--- src/rtl/rdqs_train_pkg.sv ---
package rdqs_train_pkg;

    localparam int LANES   = 4;
    localparam int LANE_W  = 8;
    localparam int DATA_W  = LANES * LANE_W;
    localparam int WORDS   = 4;
    localparam int WIDX_W  = $clog2(WORDS);
    localparam int LIDX_W  = $clog2(LANES);
    localparam int OFF_W   = 10;
    localparam int MAG_W   = LANE_W - 1;
    localparam int DEF_OFF = 8;
    localparam int MAX_OFF = 127;

    typedef enum logic [3:0] {
        ST_IDLE,
        ST_WR_REQ,
        ST_WR_WAIT,
        ST_LANE_INIT,
        ST_STEP_SET,
        ST_SYNC,
        ST_SETTLE,
        ST_RD_REQ,
        ST_RD_WAIT,
        ST_LANE_NEXT,
        ST_CENTER,
        ST_FINISH
    } trn_state_e;

    // Test word for a given index.
    function automatic logic [DATA_W-1:0] pattern_word(input logic [WIDX_W-1:0] idx);
        logic [DATA_W-1:0] w;
        unique case (idx)
            2'd0:    w = 32'h5A5A_5A5A;
            2'd1:    w = 32'hA5A5_A5A5;
            2'd2:    w = 32'hF0F0_F0F0;
            default: w = 32'h0F0F_0F0F;
        endcase
        return w;
    endfunction

    // Sign-magnitude lane encoding; magnitude assumed <= 127.
    function automatic logic [LANE_W-1:0] sm_encode(input logic signed [OFF_W-1:0] v);
        logic signed [OFF_W-1:0] neg;
        neg = -v;
        if (v < 0)
            return {1'b1, MAG_W'(neg)};
        else
            return LANE_W'(v);
    endfunction

endpackage

--- src/rtl/rdqs_limit_calc.sv ---
module rdqs_limit_calc
    import rdqs_train_pkg::*;
#(
    parameter int LOCK_W = 7
) (
    input  logic [LOCK_W-1:0]       lock_i,
    output logic signed [OFF_W-1:0] left_o,
    output logic signed [OFF_W-1:0] right_o
);

    logic signed [OFF_W-1:0] lock_s;
    logic signed [OFF_W-1:0] upper_raw;

    always_comb begin
        lock_s    = $signed(OFF_W'(lock_i));
        upper_raw = OFF_W'(DEF_OFF) + lock_s;
        left_o    = OFF_W'(DEF_OFF) - lock_s;
        right_o   = (upper_raw > OFF_W'(MAX_OFF)) ? OFF_W'(MAX_OFF) : upper_raw;
    end

endmodule

--- src/rtl/rdqs_lane_check.sv ---
module rdqs_lane_check
    import rdqs_train_pkg::*;
(
    input  logic [DATA_W-1:0] rdata_i,
    input  logic [DATA_W-1:0] expect_i,
    input  logic [LIDX_W-1:0] lane_i,
    output logic              match_o
);

    logic [LANES-1:0] byte_eq;

    for (genvar g = 0; g < LANES; g++) begin : g_lane
        assign byte_eq[g] = (rdata_i[g*LANE_W +: LANE_W] == expect_i[g*LANE_W +: LANE_W]);
    end

    assign match_o = byte_eq[lane_i];

endmodule

--- src/rtl/rdqs_center_pack.sv ---
module rdqs_center_pack
    import rdqs_train_pkg::*;
(
    input  logic [LANES*OFF_W-1:0] left_pk_i,
    input  logic [LANES*OFF_W-1:0] right_pk_i,
    output logic [DATA_W-1:0]      word_o
);

    for (genvar g = 0; g < LANES; g++) begin : g_ctr
        logic signed [OFF_W-1:0] l_s;
        logic signed [OFF_W-1:0] r_s;
        logic signed [OFF_W-1:0] sum_s;
        logic signed [OFF_W-1:0] half_s;

        always_comb begin
            l_s    = $signed(left_pk_i[g*OFF_W +: OFF_W]);
            r_s    = $signed(right_pk_i[g*OFF_W +: OFF_W]);
            sum_s  = l_s + r_s;
            // round toward zero: bias negative sums by one before the shift
            half_s = (sum_s + ((sum_s < 0) ? OFF_W'(1) : OFF_W'(0))) >>> 1;
        end

        assign word_o[g*LANE_W +: LANE_W] = sm_encode(half_s);
    end

endmodule

--- src/rtl/rdqs_offset_trainer.sv ---
module rdqs_offset_trainer
    import rdqs_train_pkg::*;
#(
    parameter int                ADDR_W     = 32,
    parameter int                CH_W       = 2,
    parameter int                LOCK_W     = 7,
    parameter int                SETTLE_CYC = 4,
    parameter logic [ADDR_W-1:0] BASE_ADDR  = '0
) (
    input  logic              clk,
    input  logic              rst_n,
    input  logic              start_i,
    input  logic [CH_W-1:0]   chan_i,
    input  logic [LOCK_W-1:0] lock_coarse_i,
    output logic              mem_req_o,
    output logic              mem_we_o,
    output logic [ADDR_W-1:0] mem_addr_o,
    output logic [DATA_W-1:0] mem_wdata_o,
    input  logic              mem_rsp_i,
    input  logic [DATA_W-1:0] mem_rdata_i,
    output logic [DATA_W-1:0] offset_o,
    output logic              resync_o,
    output logic              busy_o,
    output logic              done_o
);

    localparam int CNT_W   = $clog2(SETTLE_CYC + 2);
    localparam int CH_SH   = 7;
    localparam int WORD_SH = 2;
    localparam logic [DATA_W-1:0] DEF_WORD = {LANES{LANE_W'(DEF_OFF)}};

    trn_state_e state_q, state_d;
    trn_state_e ret_q;

    logic [WIDX_W-1:0]       word_q;
    logic [LIDX_W-1:0]       lane_q;
    logic                    dir_q;
    logic signed [OFF_W-1:0] cur_q;
    logic [CNT_W-1:0]        cnt_q;
    logic [DATA_W-1:0]       offset_q;
    logic                    done_q;
    logic [LOCK_W-1:0]       lock_q;
    logic [CH_W-1:0]         chan_q;
    logic signed [OFF_W-1:0] lres_q [LANES];
    logic signed [OFF_W-1:0] rres_q [LANES];
    logic                    out_q;

    logic signed [OFF_W-1:0] left_lim, right_lim;
    logic                    lane_match;
    logic [DATA_W-1:0]       center_word;
    logic [LANES*OFF_W-1:0]  lres_pk, rres_pk;
    logic                    at_end;
    logic                    settle_done;
    logic                    last_word;

    rdqs_limit_calc #(.LOCK_W(LOCK_W)) u_limits (
        .lock_i  (lock_q),
        .left_o  (left_lim),
        .right_o (right_lim)
    );

    rdqs_lane_check u_check (
        .rdata_i  (mem_rdata_i),
        .expect_i (pattern_word(word_q)),
        .lane_i   (lane_q),
        .match_o  (lane_match)
    );

    for (genvar g = 0; g < LANES; g++) begin : g_pack
        assign lres_pk[g*OFF_W +: OFF_W] = lres_q[g];
        assign rres_pk[g*OFF_W +: OFF_W] = rres_q[g];
    end

    rdqs_center_pack u_center (
        .left_pk_i  (lres_pk),
        .right_pk_i (rres_pk),
        .word_o     (center_word)
    );

    assign at_end      = (cur_q == (dir_q ? left_lim : right_lim));
    assign settle_done = (cnt_q == CNT_W'(SETTLE_CYC));
    assign last_word   = (word_q == WIDX_W'(WORDS - 1));

    // next-state decode
    always_comb begin
        state_d = state_q;
        unique case (state_q)
            ST_IDLE:      if (start_i) state_d = ST_WR_REQ;
            ST_WR_REQ:    state_d = ST_WR_WAIT;
            ST_WR_WAIT:   if (mem_rsp_i) state_d = last_word ? ST_LANE_INIT : ST_WR_REQ;
            ST_LANE_INIT: state_d = ST_SYNC;
            ST_STEP_SET:  state_d = ST_SYNC;
            ST_SYNC:      state_d = ST_SETTLE;
            ST_SETTLE:    if (settle_done) state_d = ret_q;
            ST_RD_REQ:    state_d = ST_RD_WAIT;
            ST_RD_WAIT: begin
                if (mem_rsp_i) begin
                    if (!lane_match)
                        state_d = at_end ? ST_LANE_NEXT : ST_STEP_SET;
                    else if (last_word)
                        state_d = ST_LANE_NEXT;
                    else
                        state_d = ST_RD_REQ;
                end
            end
            ST_LANE_NEXT: state_d = (dir_q && lane_q == LIDX_W'(LANES - 1)) ? ST_CENTER : ST_LANE_INIT;
            ST_CENTER:    state_d = ST_SYNC;
            ST_FINISH:    state_d = ST_IDLE;
            default:      state_d = ST_IDLE;
        endcase
    end

    // state register
    always_ff @(posedge clk or negedge rst_n) begin
        if (!rst_n) state_q <= ST_IDLE;
        else        state_q <= state_d;
    end

    // datapath registers
    always_ff @(posedge clk or negedge rst_n) begin
        if (!rst_n) begin
            ret_q    <= ST_IDLE;
            word_q   <= '0;
            lane_q   <= '0;
            dir_q    <= 1'b0;
            cur_q    <= '0;
            cnt_q    <= '0;
            offset_q <= '0;
            done_q   <= 1'b0;
            lock_q   <= '0;
            chan_q   <= '0;
            for (int i = 0; i < LANES; i++) begin
                lres_q[i] <= '0;
                rres_q[i] <= '0;
            end
        end else begin
            unique case (state_q)
                ST_IDLE: begin
                    if (start_i) begin
                        done_q <= 1'b0;
                        lock_q <= lock_coarse_i;
                        chan_q <= chan_i;
                        word_q <= '0;
                    end
                end
                ST_WR_WAIT: begin
                    if (mem_rsp_i) begin
                        word_q <= word_q + 1'b1;
                        if (last_word) begin
                            lane_q <= '0;
                            dir_q  <= 1'b0;
                        end
                    end
                end
                ST_LANE_INIT: begin
                    offset_q <= DEF_WORD;
                    if (dir_q) rres_q[lane_q] <= OFF_W'(DEF_OFF);
                    else       lres_q[lane_q] <= OFF_W'(DEF_OFF);
                    cur_q    <= dir_q ? right_lim : left_lim;
                    ret_q    <= ST_STEP_SET;
                end
                ST_STEP_SET: begin
                    offset_q[{lane_q, 3'b000} +: LANE_W] <= sm_encode(cur_q);
                    word_q <= '0;
                    ret_q  <= ST_RD_REQ;
                end
                ST_SYNC:   cnt_q <= '0;
                ST_SETTLE: if (!settle_done) cnt_q <= cnt_q + 1'b1;
                ST_RD_WAIT: begin
                    if (mem_rsp_i) begin
                        if (lane_match) begin
                            word_q <= word_q + 1'b1;
                            if (last_word) begin
                                if (dir_q) rres_q[lane_q] <= cur_q;
                                else       lres_q[lane_q] <= cur_q;
                            end
                        end else if (!at_end) begin
                            cur_q <= dir_q ? (cur_q - OFF_W'(1)) : (cur_q + OFF_W'(1));
                        end
                    end
                end
                ST_LANE_NEXT: begin
                    if (lane_q == LIDX_W'(LANES - 1)) begin
                        lane_q <= '0;
                        dir_q  <= 1'b1;
                    end else begin
                        lane_q <= lane_q + 1'b1;
                    end
                end
                ST_CENTER: begin
                    offset_q <= center_word;
                    ret_q    <= ST_FINISH;
                end
                ST_FINISH: done_q <= 1'b1;
                default: ;
            endcase
        end
    end

    // outstanding-request tracker, used only by the checks below
    always_ff @(posedge clk or negedge rst_n) begin
        if (!rst_n)         out_q <= 1'b0;
        else if (mem_rsp_i) out_q <= 1'b0;
        else if (mem_req_o) out_q <= 1'b1;
    end

    // outputs
    always_comb begin
        mem_req_o   = (state_q == ST_WR_REQ) || (state_q == ST_RD_REQ);
        mem_we_o    = (state_q == ST_WR_REQ);
        mem_addr_o  = BASE_ADDR
                    + (ADDR_W'(chan_q) << CH_SH)
                    + (ADDR_W'(word_q) << WORD_SH);
        mem_wdata_o = pattern_word(word_q);
        resync_o    = (state_q == ST_SYNC);
        busy_o      = (state_q != ST_IDLE);
        done_o      = done_q;
        offset_o    = offset_q;
    end

    AST_IDLE_QUIET: assert property (@(posedge clk) disable iff (!rst_n)
        !busy_o |-> (!mem_req_o && !resync_o));

    AST_RESYNC_ON_UPDATE: assert property (@(posedge clk) disable iff (!rst_n)
        !$stable(offset_o) |-> resync_o);

    AST_NO_READ_AFTER_SYNC: assert property (@(posedge clk) disable iff (!rst_n)
        resync_o |=> !mem_req_o);

    AST_ONE_OUTSTANDING: assert property (@(posedge clk) disable iff (!rst_n)
        mem_req_o |-> !out_q);

    AST_DONE_HOLDS: assert property (@(posedge clk) disable iff (!rst_n)
        (done_o && !start_i) |=> (done_o && $stable(offset_o)));

    for (genvar g = 0; g < LANES; g++) begin : g_chk
        AST_NO_NEG_ZERO: assert property (@(posedge clk) disable iff (!rst_n)
            offset_o[g*LANE_W +: LANE_W] != 8'h80);
    end

endmodule

--- config.mk ---
export PLATFORM = sky130hd
export DESIGN_NAME = rdqs_offset_trainer
export DESIGN_NICKNAME = d
export VERILOG_FILES = /design/src/rtl/rdqs_train_pkg.sv /design/src/rtl/rdqs_limit_calc.sv /design/src/rtl/rdqs_lane_check.sv /design/src/rtl/rdqs_center_pack.sv /design/src/rtl/rdqs_offset_trainer.sv
export SDC_FILE = /design/constraint.sdc
export NUM_CORES = 1
export LEC_CHECK = 0
export BUFFER_PORTS_ARGS = -buffer_cell sky130_fd_sc_hd__buf_2
export CAP_MARGIN = 20
export CORE_MARGIN = 4
export CORE_UTILIZATION = 38
export CTS_CLUSTER_DIAMETER = 40
export DETAILED_ROUTE_END_ITERATION = 7
export PLACE_DENSITY = 0.61
export SLEW_MARGIN = 30
export SYNTH_ARGS = -nofsm -noshare
export SYNTH_HDL_FRONTEND = slang
export SYNTH_SLANG_ARGS = --single-unit
--- constraint.sdc ---
create_clock -name clk -period 9.6 [get_ports clk]
set_clock_uncertainty 0.1 [all_clocks]
set_input_delay 0.96 -clock clk [delete_from_list [all_inputs] [get_ports clk]]
set_output_delay 0.96 -clock clk [all_outputs]
set_load 0.005 [all_outputs]
After elaboration in Yosys (flattened, before gate mapping)
Index checks and enable logic that the tools add are counted.
{ "op_classes": {"shifts": 2, "n_reduce_logical": 23, "n_addsub": 22, "n_lt_le_gt_ge": 13, "eq_ne": 36, "muxes": 67, "n_bitwise": 6} }
{ "op_table": {"columns": ["op", "n"], "rows": [
  ["40-bit 2-to-1 mux", 10],
  ["32-bit one-hot mux with 3 select lines", 2],
  ["40-bit one-hot mux with 2 select lines", 2],
  ["40-bit bitwise mux", 2],
  ["10-bit 2-to-1 mux", 8],
  ["36-bit AND", 2],
  ["10-bit by 1-bit less-than comparator with 1-bit output (second input constant)", 5],
  ["8-bit 2-to-1 mux", 6],
  ["10-bit adder", 4],
  ["10-bit by 2-bit adder with 10-bit output", 4],
  ["9-bit by 1-bit less-than comparator with 1-bit output (second input constant)", 4],
  ["36-bit inverter", 1],
  ["4-bit one-hot mux with 9 select lines", 1],
  ["7-bit negator", 5],
  ["32-bit bitwise mux", 1],
  ["8-bit == test", 4],
  ["4-bit 2-to-1 mux", 8],
  ["8-bit by 7-bit variable shift with 32-bit output (first input constant)", 1],
  ["8-bit by 7-bit variable part select with 32-bit output", 1],
  ["2-bit inequality test (second input constant)", 15],
  ["10-bit demux with 2-bit select", 1],
  ["10-bit one-hot mux with 2 select lines", 1],
  ["4-bit by 3-bit == test with 1-bit output (second input constant)", 4],
  ["4-bit == test (second input constant)", 4],
  ["42 further kinds", 73]
]} }
{ "totals": {"word_cells": 188, "ff_bits": 148, "out_inout_bits": 101, "input_bits": 45} }

Depth between registers and ports, before layout
{ "depth": {"depth_word": 11, "depth_mapped": 16, "ltp_nobuf": 16} }

Hierarchy
A second synthesis with hierarchy kept.
{ "unflattened": {"hier_cells": 1188, "area_unflattened_um2": 11083.1} }
{ "modules_own_cells": {"columns": ["mod", "n_inst", "seq_area_each_um2", "cells_per_inst", "area_per_inst_um2"], "rows": [
  ["rdqs_offset_trainer", 1, 3678.5, 730, 7746.2],
  ["rdqs_center_pack", 1, 0.0, 373, 2703.8],
  ["rdqs_lane_check", 1, 0.0, 45, 366.6],
  ["rdqs_limit_calc", 1, 0.0, 40, 266.5]
]} }

Worst setup path after synthesis
No wires, ideal clock.
{ "synth_timing": {"path_type": "register to register", "from": "register lres_q, in the netlist lres_pk[15]", "to": "register offset_q[12] (netlist: offset_o[12])", "t_arrival_ns": 3.270, "n_path_buf": 0, "setup_slack_ns": 6.087, "setup_time_ns": 0.142, "synth_period_minus_slack_ns": 3.513, "stages_incl_launch_ff": 16, "required_ns": 9.358, "path_cell_list": "dfrtp_1 > ha_1 > a31o_1 > a211oi_2 > a211oi_2 > nor2_2 > xnor2_4 > and2_1 > ha_1 > xnor2_1 > ha_1 > nor3_1 > a21oi_1 > o311ai_1 > xor2_1 > o221ai_1"} }
{ "synth_via": {"elab_chain_cells": 7, "word_cells_on_any_way": 8, "classes_between": "add/sub: 3; order compare: 2; mux: 3"} }
{ "synth_lines": {"columns": ["element", "line", "rtl"], "rows": [
  ["start: declaration", "rdqs_offset_trainer.sv:44", "logic signed [OFF_W-1:0] lres_q [LANES];"],
  ["start signal: indexed assignment", "rdqs_offset_trainer.sv:158", "else lres_q[lane_q] <= OFF_W'(DEF_OFF);"],
  ["start signal: indexed assignment", "rdqs_offset_trainer.sv:175", "else lres_q[lane_q] <= cur_q;"],
  ["10-bit adder *", "rdqs_center_pack.sv:18", "sum_s = l_s + r_s;"],
  ["10-bit by 1-bit less-than comparator with 1-bit output", "rdqs_center_pack.sv:20", "half_s = (sum_s + ((sum_s < 0) ? OFF_W'(1) : OFF_W'(0))) >>> 1;"],
  ["1-bit 2-to-1 mux", "rdqs_center_pack.sv:20", null],
  ["10-bit by 2-bit adder with 10-bit output *", "rdqs_center_pack.sv:20", null],
  ["9-bit by 1-bit less-than comparator with 1-bit output or 7-bit negator (tied branches)", "rdqs_train_pkg.sv:45, rdqs_train_pkg.sv:44", null],
  ["8-bit 2-to-1 mux *", "rdqs_train_pkg.sv:45", "if (v < 0)"],
  ["32-bit one-hot mux with 3 select lines *", "rdqs_offset_trainer.sv:137", "unique case (state_q)"],
  ["end signal: indexed assignment", "rdqs_offset_trainer.sv:163", "offset_q[{lane_q, 3'b000} +: LANE_W] <= sm_encode(cur_q);"],
  ["end signal: assignment", "rdqs_offset_trainer.sv:191", "offset_q <= center_word;"],
  ["end: declaration", "rdqs_offset_trainer.sv:40", "logic [DATA_W-1:0] offset_q;"]
]} }
Mark *: on every way between the ends. The rest lies on a longest branch, timed or not.
A chain may end at the register's enable or synchronous reset.

Worst setup path in the final report
{ "layout_timing": {"from": "register word_q[0]", "to": "register rres_q, in the netlist rres_pk[39]"} }
{ "layout_via": {"elab_chain_cells": 7, "word_cells_on_any_way": 14, "classes_between": "eq/ne: 9; mux: 3; reduce/logical: 2"} }
{ "layout_lines": {"columns": ["element", "line", "rtl"], "rows": [
  ["start: declaration", "rdqs_offset_trainer.sv:35", "logic [WIDX_W-1:0] word_q;"],
  ["start signal: assignment", "rdqs_offset_trainer.sv:148", "word_q <= word_q + 1'b1;"],
  ["start signal: assignment", "rdqs_offset_trainer.sv:172", "word_q <= word_q + 1'b1;"],
  ["2-bit == test (tied with other cells)", "rdqs_train_pkg.sv:32", "unique case (idx)"],
  ["32-bit one-hot mux with 3 select lines", "rdqs_train_pkg.sv:32", null],
  ["8-bit == test", "rdqs_lane_check.sv:13", "assign byte_eq[g] = (rdata_i[g*LANE_W +: LANE_W] == expect_i[g*LANE_W +: LANE_W]);"],
  ["1-bit binary-select mux with 2-bit select", "rdqs_lane_check.sv:16", "assign match_o = byte_eq[lane_i];"],
  ["1-bit 2-to-1 mux (not written as such)", "rdqs_lane_check.sv:16", null],
  ["2-bit inequality test (no source line)", null, null],
  ["6-bit AND reduction (no source line) *", null, null],
  ["end signal: indexed assignment", "rdqs_offset_trainer.sv:157", "if (dir_q) rres_q[lane_q] <= OFF_W'(DEF_OFF);"],
  ["end signal: indexed assignment", "rdqs_offset_trainer.sv:174", "if (dir_q) rres_q[lane_q] <= cur_q;"],
  ["end: declaration", "rdqs_offset_trainer.sv:45", "logic signed [OFF_W-1:0] rres_q [LANES];"]
]} }
Mark *: on every way between the ends. The rest lies on a longest branch, timed or not. The select of a mux whose other input is x is not followed.

==> out/qor.csv <==
metric,value,unit
status,"finished, final reports clean",
path_common_cell,a21oi_1,
port_buffers,117,
synth.avg_cell_area,9.41,µm²
drtIter0Drc,803,
synth_area_leader_cell,dfrtp_1,
ys_seq_elements,147,
antenna_found_initial,0,
synth_seq_area_share,0.325,
muxShareOfSynthArea,0.105,
async_flop_share,1.00,
synthAdderAreaFrac,0.0872,
grt_pass1_vias,8681,
clkTransAtPathRegs,0.06,ns
core_area,29100,µm²
r2r_setup_slack,5.40,ns
fin_util,0.432,
drive_gt1_frac,0.222,
slew-limit-headroom,0.306,
place.detailed.hpwl,22300,µm
path_buf_inv,2,
setup_tns,0,ns
detail-route-antenna-nets,0,
grt_max_degree,81,
synth_compound_area_frac,0.172,
drc_errors,0,
yosysTopAreaCellShare,0.325,
drv_cap,0,
yosys_most_used_dff,dfrtp_1,
cts.hold.buffers_added,0,
power,2.70,mW
cts_tree,done,
yosys-top-cells-count,"dfrtp_1 (147), mux2_2 (91), nand2_1 (86), nor2_1 (81), ha_1 (71)",
wl_per_cell,18.2,µm
die_area,32700,µm²
grt_pass1_wl,48000,µm
min_period,4.20,ns
crit_required,9.81,ns
min_path_type,reg2reg,
yosysMostFrequentCell,dfrtp_1,
drv_slew,0,
synthXorXnorAreaFrac,0.0787,
worstMarginPinSlew,1.03,ns
clock_latency,0.43,ns
synth_cell_types,102,
yosys_warnings,0,
synth_top_family_by_area,compound AO/OA/AOI/OAI gates,
cts.htree.levels,4,
cts_buffers,17,
avgViaCountPerCell,5.57,
rsz0062_at_grt,false,
worstSetupStartpointType,flip-flop,
num_vias,9281,
synth_area_leaders,"dfrtp_1 (32%), mux2_2 (9.0%), ha_1 (7.8%)",
fillers,2847,
synthSimpleGateAreaFrac,0.163,
ios,146,
cp_cell_sequence,inv_1 -> ha_1 -> inv_2 -> nand4_1 -> a22oi_1 -> mux4_2 -> a21oi_1 -> a21oi_1 -> nor2b_1 -> mux2_2,
power.density,215,nW/µm²
slowest_delay,0.82,ns
synth_area,11300,µm²
synth_edf_count,0,
path_class,reg2reg,
p_leak,5.91,nW
period_share,0.438,
cts.sinks,147,
cp_max_fo,14,
synth_cells,1204,
post-cts-setup-buffers,0,
clockRootBuffer,clkbuf_16,
n_antenna_cell,0,
die_h,181,µm
end_kind,flip-flop,
cpLargestDelayFamily,simple AND/OR/NAND/NOR gates,
overflow,0,
cts_resized,0,
crit_arrival,4.41,ns
layout.nets,1390,
irDropWorstVdd,0.000155,V
gp_congestion,0.909,
initial_utilization,0.390,
fp.dieW,181,µm
dr.pass1.iters,5,
area_growth,10.9,%
clock_path_buffers,2,
worst_path_max_delay_cell,nor2b_1,
num_rows,62,
hold_viol_final,0,
setup_viol,0,
grt_usage,0.182,
wl,30300,µm
max_freq,238,MHz
worst register-to-register path: stages, from the launching register on:
cell	delay (ns)
dfrtp_1	0.60
inv_1	0.14
ha_1	0.48
inv_2	0.22
nand4_1	0.10
a22oi_1	0.20
mux4_2	0.32
a21oi_1	0.08
a21oi_1	0.61
nor2b_1	0.82
mux2_2	0.42
state kept, by name, indices dropped and copies added, names as in the netlist:
signal and cells:
lres_pk 40, rres_pk 40, offset_o 32, cur_q 10, lock_q 7, state_q 4
cnt_q 3, ret_q 3, chan_q 2, lane_q 2, word_q 2, dir_q 1
done_o 1
worst paths after layout:
path | cells past startpoint | from | end
max in group asynchronous | 2 | rst_n | lres_pk[17]$_DFFE_PN0P_
min in group asynchronous | 1 | rst_n | offset_o[30]$_DFFE_PN0P_
min | 2 | ret_q[3]$_DFFE_PN0P_ | ret_q[3]$_DFFE_PN0P_
max | 10 | word_q[0]$_DFFE_PN0P_ | rres_pk[39]$_DFFE_PN0P_
max reg2reg | 10 | word_q[0]$_DFFE_PN0P_ | rres_pk[39]$_DFFE_PN0P_
min reg2reg | 2 | ret_q[3]$_DFFE_PN0P_ | ret_q[3]$_DFFE_PN0P_
per-layer routing:
layer / part of all wire / routed length [µm] / global-route usage / vias up
met4: 0.018 / 531 / 0.0457 / 0
met1: 0.48 / 14400 / 0.260 / 4531
li1: - / - / - / 4434
met3: 0.049 / 1490 / 0.0330 / 36
met2: 0.46 / 13800 / 0.285 / 280
met5: 0 / 0 / 0 / -
layout by cell type (no fill, tap or decap), types with 8 or more instances in the layout:
master     count
dfrtp_1      147
o21ai_1       10
xnor2_1       51
nand2b_1      13
buf_2        116
nand3_1       41
nor2b_1       15
xor2_1        42
a31oi_1       10
ha_1          71
clkbuf_16     17
nand2_1       86
o21ai_0       51
a22oi_1       12
nand4_1       18
nor3_1        31
inv_1         41
o221ai_1      16
and3_1        22
mux2i_1        8
o21a_1         9
and2_1        13
a21o_1        14
nor2_1        81
mux2_2        91
a21oi_1       57
conb_1        28
per-stage QoR:
stage | hold slack [ns] | area, µm² | setup WS (ns) | std cells
detailed placement | 0.366 | 11900 | 5.42 | 1634
finish | 0.384 | 12600 | 5.40 | 1666
CTS | 0.382 | 12600 | 5.41 | 1666
global placement | 0.361 | 11900 | 5.55 | 1634
global route | 0.404 | 12600 | 5.07 | 1666
floorplan | 0.342 | 11400 | 6.09 | 1231
report_power, final:
| group | switching, mW | internal, mW |
|---|---|---|
| sequential | 0.162 | 0.717 |
| clock | 0.276 | 0.436 |
| combinational | 0.655 | 0.458 |
| total | 1.09 | 1.61 |
area by class of cell:
type,instances,area (µm²),area share
clock buffers,20,437,0.0348
clock inverters,12,179,0.0142
multi-input cells,937,6990,0.556
inverters,43,161,0.0128
flip-flops and latches,147,3680,0.293
repair buffers,123,641,0.0510
well taps,384,480,0.0382
logic make-up after synthesis:
kind of cell	count (synthesis)
AND/OR/NAND/NOR	362
AO/OA/AOI/OAI	269
flip-flops	147
buffers and inverters	147
multiplexers	104
XOR/XNOR	98
adder cells (fa/ha/maj)	76
other	1
Power figures use the tool's default switching activity.
